$ cat src/rtl/hdlc_rx_pkg.sv
package hdlc_rx_pkg;

    typedef enum logic [2:0] {
        ST_HUNT,
        ST_FRAME,
        ST_FLUSH,
        ST_DONE,
        ST_FAIL
    } rx_state_t;

    localparam logic [15:0] CRC_SEED     = 16'hFFFF;
    localparam logic [15:0] CRC_RESIDUE  = 16'hF0B8;
    localparam logic [15:0] CRC_POLY_REV = 16'h8408;

    localparam logic [2:0]  RUN_STUFF    = 3'd5;
    localparam logic [2:0]  RUN_FLAG     = 3'd6;
    localparam logic [2:0]  RUN_SAT      = 3'd7;

endpackage

$ cat src/rtl/hdlc_rx_bitproc.sv
module hdlc_rx_bitproc
    import hdlc_rx_pkg::*;
(
    input  logic       clk,
    input  logic       rst_n,
    input  logic       bit_en,
    input  logic       bit_in,
    output logic       flag_p,
    output logic       abort_p,
    output logic       byte_p,
    output logic       flag_aligned,
    output logic [7:0] byte_q
);

    logic [2:0] ones;
    logic [2:0] bcnt;
    logic [7:0] sh;
    logic       take;

    // a data bit is any bit that is neither a stuffed zero, a flag end nor part of an abort run
    always_comb begin
        if (bit_in) take = bit_en && (ones < RUN_FLAG);
        else        take = bit_en && (ones != RUN_STUFF) && (ones != RUN_FLAG);
    end

    always_ff @(posedge clk) begin
        if (!rst_n) begin
            ones         <= '0;
            bcnt         <= '0;
            sh           <= '0;
            flag_p       <= 1'b0;
            abort_p      <= 1'b0;
            byte_p       <= 1'b0;
            flag_aligned <= 1'b0;
            byte_q       <= '0;
        end else begin
            flag_p  <= 1'b0;
            abort_p <= 1'b0;
            byte_p  <= 1'b0;
            if (bit_en) begin
                if (bit_in) begin
                    if (ones != RUN_SAT) ones <= ones + 3'd1;
                    if (ones == RUN_FLAG) abort_p <= 1'b1;
                end else begin
                    ones <= '0;
                    if (ones == RUN_FLAG) begin
                        flag_p       <= 1'b1;
                        flag_aligned <= (bcnt == 3'd7);
                    end
                end
                if (take) begin
                    sh   <= {bit_in, sh[7:1]};
                    bcnt <= bcnt + 3'd1;
                    if (bcnt == 3'd7) begin
                        byte_p <= 1'b1;
                        byte_q <= {bit_in, sh[7:1]};
                    end
                end else if (!bit_in && ones == RUN_FLAG) begin
                    bcnt <= '0;
                end
            end
        end
    end

    AST_BYTE_NEEDS_STROBE: assert property (@(posedge clk) disable iff (!rst_n)
        byte_p |-> $past(bit_en));
    AST_FLAG_ENDS_ZERO: assert property (@(posedge clk) disable iff (!rst_n)
        flag_p |-> $past(bit_en && !bit_in));
    AST_ABORT_ON_ONE: assert property (@(posedge clk) disable iff (!rst_n)
        abort_p |-> $past(bit_en && bit_in));
    AST_EVENTS_EXCL: assert property (@(posedge clk) disable iff (!rst_n)
        $countones({flag_p, abort_p, byte_p}) <= 1);

endmodule

$ cat src/rtl/hdlc_rx_crc16.sv
module hdlc_rx_crc16
    import hdlc_rx_pkg::*;
(
    input  logic       clk,
    input  logic       rst_n,
    input  logic       init,
    input  logic       upd,
    input  logic [7:0] din,
    output logic       crc_ok
);

    logic [15:0] crc;

    function automatic logic [15:0] crc_byte(input logic [15:0] c_in, input logic [7:0] d);
        logic [15:0] c;
        c = c_in;
        for (int i = 0; i < 8; i++) begin
            if (c[0] ^ d[i]) c = (c >> 1) ^ CRC_POLY_REV;
            else             c = c >> 1;
        end
        return c;
    endfunction

    always_ff @(posedge clk) begin
        if (!rst_n)    crc <= CRC_SEED;
        else if (init) crc <= CRC_SEED;
        else if (upd)  crc <= crc_byte(crc, din);
    end

    assign crc_ok = (crc == CRC_RESIDUE);

    AST_SEED_NOT_GOOD: assert property (@(posedge clk) disable iff (!rst_n)
        init |=> !crc_ok);

endmodule

$ cat src/rtl/hdlc_rx_addr_cmp.sv
module hdlc_rx_addr_cmp (
    input  logic [7:0] byte_in,
    input  logic [7:0] val,
    input  logic [7:0] mask,
    output logic       hit
);

    assign hit = (((byte_in ^ val) & mask) == 8'h00) || (byte_in == 8'hFF);

endmodule

$ cat src/rtl/hdlc_rx_filter.sv
module hdlc_rx_filter
    import hdlc_rx_pkg::*;
#(
    parameter int MAX_BYTES = 32
) (
    input  logic       clk,
    input  logic       rst_n,
    input  logic       bit_en,
    input  logic       bit_in,
    input  logic       filt_en,
    input  logic [7:0] addr0_val,
    input  logic [7:0] addr0_mask,
    input  logic [7:0] addr1_val,
    input  logic [7:0] addr1_mask,
    output logic       out_valid,
    output logic       out_sof,
    output logic [7:0] out_data,
    output logic       out_eof,
    output logic       out_crc_err,
    output logic       out_abort,
    output logic       out_addr_rej,
    output logic       out_overflow
);

    localparam int ADDR_BYTES = 2;
    localparam int FCS_BYTES  = 2;
    localparam int PIPE_D     = ADDR_BYTES + 1;
    localparam int MIN_BYTES  = ADDR_BYTES + FCS_BYTES;
    localparam int CNT_W      = $clog2(MAX_BYTES + 1);
    localparam logic [CNT_W-1:0] CNT_MAX  = CNT_W'(MAX_BYTES);
    localparam logic [CNT_W-1:0] CNT_ADDR = CNT_W'(ADDR_BYTES);
    localparam logic [CNT_W-1:0] CNT_PIPE = CNT_W'(PIPE_D);
    localparam logic [CNT_W-1:0] CNT_MIN  = CNT_W'(MIN_BYTES);

    rx_state_t        state, state_nx;
    logic             flag_p, abort_p, byte_p, flag_aligned;
    logic [7:0]       byte_q;
    logic             crc_ok;
    logic [CNT_W-1:0] cnt;
    logic [7:0]       pipe [PIPE_D];
    logic [7:0]       cmp_val  [ADDR_BYTES];
    logic [7:0]       cmp_mask [ADDR_BYTES];
    logic [ADDR_BYTES-1:0] hit;
    logic             acc;
    logic             fin_crc;
    logic             fail_abort, fail_ovf;

    hdlc_rx_bitproc u_bits (
        .clk(clk), .rst_n(rst_n), .bit_en(bit_en), .bit_in(bit_in),
        .flag_p(flag_p), .abort_p(abort_p), .byte_p(byte_p),
        .flag_aligned(flag_aligned), .byte_q(byte_q)
    );

    hdlc_rx_crc16 u_crc (
        .clk(clk), .rst_n(rst_n), .init(flag_p),
        .upd(byte_p && state == ST_FRAME), .din(byte_q), .crc_ok(crc_ok)
    );

    assign cmp_val[0]  = addr0_val;
    assign cmp_val[1]  = addr1_val;
    assign cmp_mask[0] = addr0_mask;
    assign cmp_mask[1] = addr1_mask;

    // before the shift that brings in byte 2, the address bytes sit in the upper pipe slots
    for (genvar g = 0; g < ADDR_BYTES; g++) begin : g_addr
        hdlc_rx_addr_cmp u_cmp (
            .byte_in(pipe[g + 1]), .val(cmp_val[g]), .mask(cmp_mask[g]), .hit(hit[g])
        );
    end

    always_ff @(posedge clk) begin
        if (!rst_n) state <= ST_HUNT;
        else        state <= state_nx;
    end

    always_comb begin
        state_nx = state;
        unique case (state)
            ST_HUNT:  if (flag_p) state_nx = ST_FRAME;
            ST_FRAME: begin
                if (flag_p)                       state_nx = (cnt >= CNT_MIN) ? ST_FLUSH : ST_FRAME;
                else if (abort_p)                 state_nx = (cnt != '0) ? ST_FAIL : ST_HUNT;
                else if (byte_p && cnt == CNT_MAX) state_nx = ST_FAIL;
            end
            ST_FLUSH: state_nx = ST_DONE;
            ST_DONE:  state_nx = ST_FRAME;
            ST_FAIL:  state_nx = ST_HUNT;
            default:  state_nx = ST_HUNT;
        endcase
    end

    always_ff @(posedge clk) begin
        if (!rst_n) begin
            out_valid    <= 1'b0;
            out_sof      <= 1'b0;
            out_data     <= '0;
            out_eof      <= 1'b0;
            out_crc_err  <= 1'b0;
            out_abort    <= 1'b0;
            out_addr_rej <= 1'b0;
            out_overflow <= 1'b0;
            cnt          <= '0;
            acc          <= 1'b0;
            fin_crc      <= 1'b0;
            fail_abort   <= 1'b0;
            fail_ovf     <= 1'b0;
            for (int i = 0; i < PIPE_D; i++) pipe[i] <= '0;
        end else begin
            out_valid    <= 1'b0;
            out_sof      <= 1'b0;
            out_eof      <= 1'b0;
            out_crc_err  <= 1'b0;
            out_abort    <= 1'b0;
            out_addr_rej <= 1'b0;
            out_overflow <= 1'b0;
            unique case (state)
                ST_HUNT: if (flag_p) cnt <= '0;
                ST_FRAME: begin
                    if (flag_p) begin
                        fin_crc <= !crc_ok || !flag_aligned;
                        cnt     <= '0;
                    end else if (abort_p) begin
                        fail_abort <= 1'b1;
                        fail_ovf   <= 1'b0;
                    end else if (byte_p) begin
                        if (cnt == CNT_MAX) begin
                            fail_abort <= 1'b0;
                            fail_ovf   <= 1'b1;
                        end else begin
                            cnt <= cnt + 1'b1;
                            for (int i = 0; i < PIPE_D - 1; i++) pipe[i] <= pipe[i + 1];
                            pipe[PIPE_D - 1] <= byte_q;
                            if (cnt == CNT_ADDR) acc <= !filt_en || (&hit);
                            if (cnt >= CNT_PIPE && acc) begin
                                out_valid <= 1'b1;
                                out_data  <= pipe[0];
                                out_sof   <= (cnt == CNT_PIPE);
                            end
                        end
                    end
                end
                ST_FLUSH: begin
                    if (acc) begin
                        out_valid <= 1'b1;
                        out_data  <= pipe[0];
                    end
                end
                ST_DONE: begin
                    out_eof      <= 1'b1;
                    out_crc_err  <= fin_crc;
                    out_addr_rej <= !acc;
                end
                ST_FAIL: begin
                    out_eof      <= 1'b1;
                    out_abort    <= fail_abort;
                    out_overflow <= fail_ovf;
                end
                default: ;
            endcase
        end
    end

    AST_DATA_EOF_EXCL: assert property (@(posedge clk) disable iff (!rst_n)
        !(out_valid && out_eof));
    AST_SOF_ONCE: assert property (@(posedge clk) disable iff (!rst_n)
        (out_valid && out_sof) |=> !out_sof);
    AST_EOF_THEN_GAP: assert property (@(posedge clk) disable iff (!rst_n)
        out_eof |=> !out_valid);
    AST_REJ_QUIET: assert property (@(posedge clk) disable iff (!rst_n)
        (out_eof && out_addr_rej) |-> !$past(out_valid));
    AST_ONE_END_CAUSE: assert property (@(posedge clk) disable iff (!rst_n)
        out_eof |-> ($countones({out_abort, out_overflow, out_crc_err}) <= 1));

endmodule

$ cat config.mk
export PLATFORM = sky130hd
export DESIGN_NAME = hdlc_rx_filter
export DESIGN_NICKNAME = d
export VERILOG_FILES = /design/src/rtl/hdlc_rx_pkg.sv /design/src/rtl/hdlc_rx_bitproc.sv /design/src/rtl/hdlc_rx_crc16.sv /design/src/rtl/hdlc_rx_addr_cmp.sv /design/src/rtl/hdlc_rx_filter.sv
export SDC_FILE = /design/constraint.sdc
export NUM_CORES = 1
export LEC_CHECK = 0
export BUFFER_PORTS_ARGS = -buffer_cell sky130_fd_sc_hd__clkbuf_2
export CAP_MARGIN = 20
export CORE_MARGIN = 5
export CORE_UTILIZATION = 38
export DETAILED_ROUTE_END_ITERATION = 10
export PLACE_DENSITY = 0.63
export REMOVE_ABC_BUFFERS = 1
export SLEW_MARGIN = 20
export SYNTH_ARGS = -nofsm -noshare
export SYNTH_HDL_FRONTEND = slang
export SYNTH_SLANG_ARGS = --single-unit
$ cat constraint.sdc
create_clock -name clk -period 2.7 [get_ports clk]
set_input_delay 0.54 -clock clk [delete_from_list [all_inputs] [get_ports clk]]
set_output_delay 0.54 -clock clk [all_outputs]
set_load 0.1 [all_outputs]
==> flow_summary.yaml <==
timing:
  min_period_ps: 2100
  rsz0062_at_grt: "false"
  clock_skew_ps: 7.09
  tightest_slew_ps: 599
  relSlewSlack: 0.598
  fin_tns_setup_ps: 0
  finalSetupViolations: 0
  period_share: 0.777
  fmax_ghz: 0.477
  hold_violations: 0
  maxSlewViolCount: 0
worst_hold_path:
  hold_path.class: "in2reg"
setup_path:
  critPathRequiredTime_ps: 2930
  worstSetupPathType: "reg2reg"
  cp_max_fo: 7
  setup.worst_path.start_class: "flop"
  crit_arrival_ps: 2320
  crit_path_end_kind: "flop"
logic_synthesis:
  synth-adder-area-share: 0.0267
  syn_area_um2: 4230
  synth_top_flop_cell: "dfxtp_1"
  synthMuxAreaShare: 0.0382
  yosysSeqAreaShare: 0.497
  synth_area_per_cell_um2: 9.69
  synthDistinctLibCells: 47
  synth_edf_count: 24
  synth_compound_area_frac: 0.101
  synth_top_family_by_area: "simple AND/OR/NAND/NOR gates"
  synth_xor_area_frac: 0.0933
  ys_ff_latch: 93
  synth_simple_gate_area_share: 0.208
  synthArstFlopShare: 0
  synth_cells: 436
  yosysWarnings: 0
clock_tree:
  postCtsHoldBufs: 0
  cts_tree: "done"
  clkLatencyLatePin_ps: 360
  cts_made_buffers: 9
  htree_levels: 3
  postCtsSetupBuffers: 0
  cts_resized: 0
  clockBufferDepth: 2
  clk_pin_slew_ps: 90
  clock_sinks: 93
  cts_root_buf: "clkbuf_8"
detailed_routing:
  antenna_left: 0
  vias_per_cell: 5.09
  detail_route.wirelength_um: 8760
  via_count: 3214
  wire_per_inst_um: 13.9
  drc_errors: 0
  drt_iter0_drc: 222
  drtPass1Iterations: 4
die:
  ioPinCount: 52
  die_x_um: 115
  fp.dieH_um: 115
  dieArea_um2: 13300
  initial_core_util: 0.388
  num_rows: 38
  core-area_um2: 10900
grt:
  grt_first_pass_wirelength_um: 14600
  grt_max_degree: 45
  grt_overflow: 0
  grt_antenna_before_repair: 0
  track_usage: 0.137
  grt_pass1_vias: 3131
finish:
  drive_gt1_frac: 0.171
  final_cell_mix: "dfxtp_1 (69), nand2_1 (62), clkbuf_2 (51), nor2_1 (34), and3_1 (27)"
  fin_nets: 532
  final_common_cell: "dfxtp_1"
  fin_area_um2: 4850
  area_growth_pct: 14.7
  fillCellCount: 1044
  diodes: 0
  final_core_util: 0.445
placement:
  hpwl_um: 6420
  port-buffer-count: 51
  placed_cell_area_um2: 4630
  place.gp.congestion: 0.809
power:
  power_frac_seq: 0.561
  p_comb_frac: 0.047
  internal_power_w: 0.00202
  irDropWorstVdd_mv: 0.218
  switching_share: 0.223
  power_density_nw_per_um2: 536
  clock_power_share: 0.392
  switchingPower_w: 0.000578
  p_leak_nw: 2.10
outcome:
  status: "finished clean"
job:
  drv_cap: 0
==> path summary, 6_finish.rpt <==
path                            depth (start not counted)  slack (ps)           start      endpoint
worst min register to register                          2         470     out_data[6]   out_data[6]
worst max-delay path                                    7         600  u_bits.ones[0]  u_bits.sh[1]
worst max register to register                          7         600  u_bits.ones[0]  u_bits.sh[1]
worst min-delay path                                    2         380         filt_en           acc
==> cells by family (layout without fill, tap and decap cells) <==
group / after synthesis / in the layout
muxes: 16 / 16
buffers and inverters: 31 / 86
and+or+nand+nor: 178 / 178
xor gates and xnor gates: 45 / 45
AOI/OAI and AO/OA: 64 / 64
DFF: 93 / 93
adders and majority gates: 9 / 9
==> critical path, cell delays in order, from the launching register on <==
cell,delay [ps]
dfxtp_1,410
inv_1,60
ha_1,240
or3_1,360
a31oi_2,370
buf_4,240
mux2i_1,220
nor2_1,70
==> synth_stat cells (2+ instances only) <==
master | count | area share
nand2_1 | 62 | 0.055
a31oi_1 | 2 | 0.0030
a21oi_1 | 20 | 0.024
and3_1 | 27 | 0.040
o21ai_0 | 8 | 0.0095
nor2b_1 | 2 | 0.0030
o211ai_1 | 17 | 0.030
buf_2 | 3 | 0.0036
and2_1 | 3 | 0.0044
nor4_1 | 3 | 0.0044
edfxtp_1 | 24 | 0.17
buf_6 | 3 | 0.0080
a22oi_1 | 9 | 0.016
nand4_1 | 4 | 0.0059
clkbuf_1 | 14 | 0.012
ha_1 | 9 | 0.027
a311oi_1 | 2 | 0.0041
xor2_1 | 25 | 0.052
xnor2_1 | 20 | 0.041
inv_1 | 8 | 0.0071
nand3_1 | 16 | 0.019
nor3b_1 | 2 | 0.0036
mux2i_1 | 15 | 0.036
nand2b_1 | 4 | 0.0059
nor2_1 | 34 | 0.030
dfxtp_1 | 69 | 0.33
and4_1 | 3 | 0.0062
nor3_1 | 7 | 0.0083
nor4b_1 | 3 | 0.0062
==> through the flow <==
stage	hold WS, ps	setup WS (ps)	std cells	power (W)
2_1_floorplan	417	-70.7	413	0.00154
3_3_place_gp	443	663	615	0.00161
3_5_place_dp	445	616	615	0.00161
4_1_cts	363	610	631	0.00263
5_1_grt	369	471	631	0.00270
6_report	377	603	631	0.00260
==> cell type report <==
type	count	area, um2	area share
Sequential cell	93	2100	0.434
Multi-Input combinational cell	312	1980	0.409
Timing Repair Buffer	62	338	0.0697
Tap cell	140	175	0.0361
Clock buffer	9	124	0.0255
Clock inverter	7	97.6	0.0201
Inverter	8	30.0	0.00619
==> per-layer routing <==
layer	vias to the layer above	track usage	routed length, um
met5	-	0	0
met4	0	0.0610	203
met3	15	0.0272	416
met2	64	0.230	4240
met1	1509	0.172	3900
li1	1626	-	-
==> flip-flops by register name, indices dropped and copies added (netlist names), 3 cells and up <==
| register | count |
|---|---|
| u_bits.sh | 7 |
| pipe | 24 |
| u_bits.byte_q | 8 |
| u_bits.bcnt | 3 |
| out_data | 8 |
| state | 3 |
| u_crc.crc | 16 |
| cnt | 6 |
| u_bits.ones | 3 |
==> power by group through the flow <==
stage / Clock, W / Sequential, W / Combinational [W]
detailed placement: 0 / 0.00149 / 0.000123
finish: 0.00102 / 0.00146 / 0.000123
global placement: 0 / 0.00149 / 0.000119
CTS: 0.00105 / 0.00146 / 0.000124
floorplan: 0 / 0.00149 / 0.0000594
global route: 0.00110 / 0.00146 / 0.000138
Power figures use the tool's default switching activity.
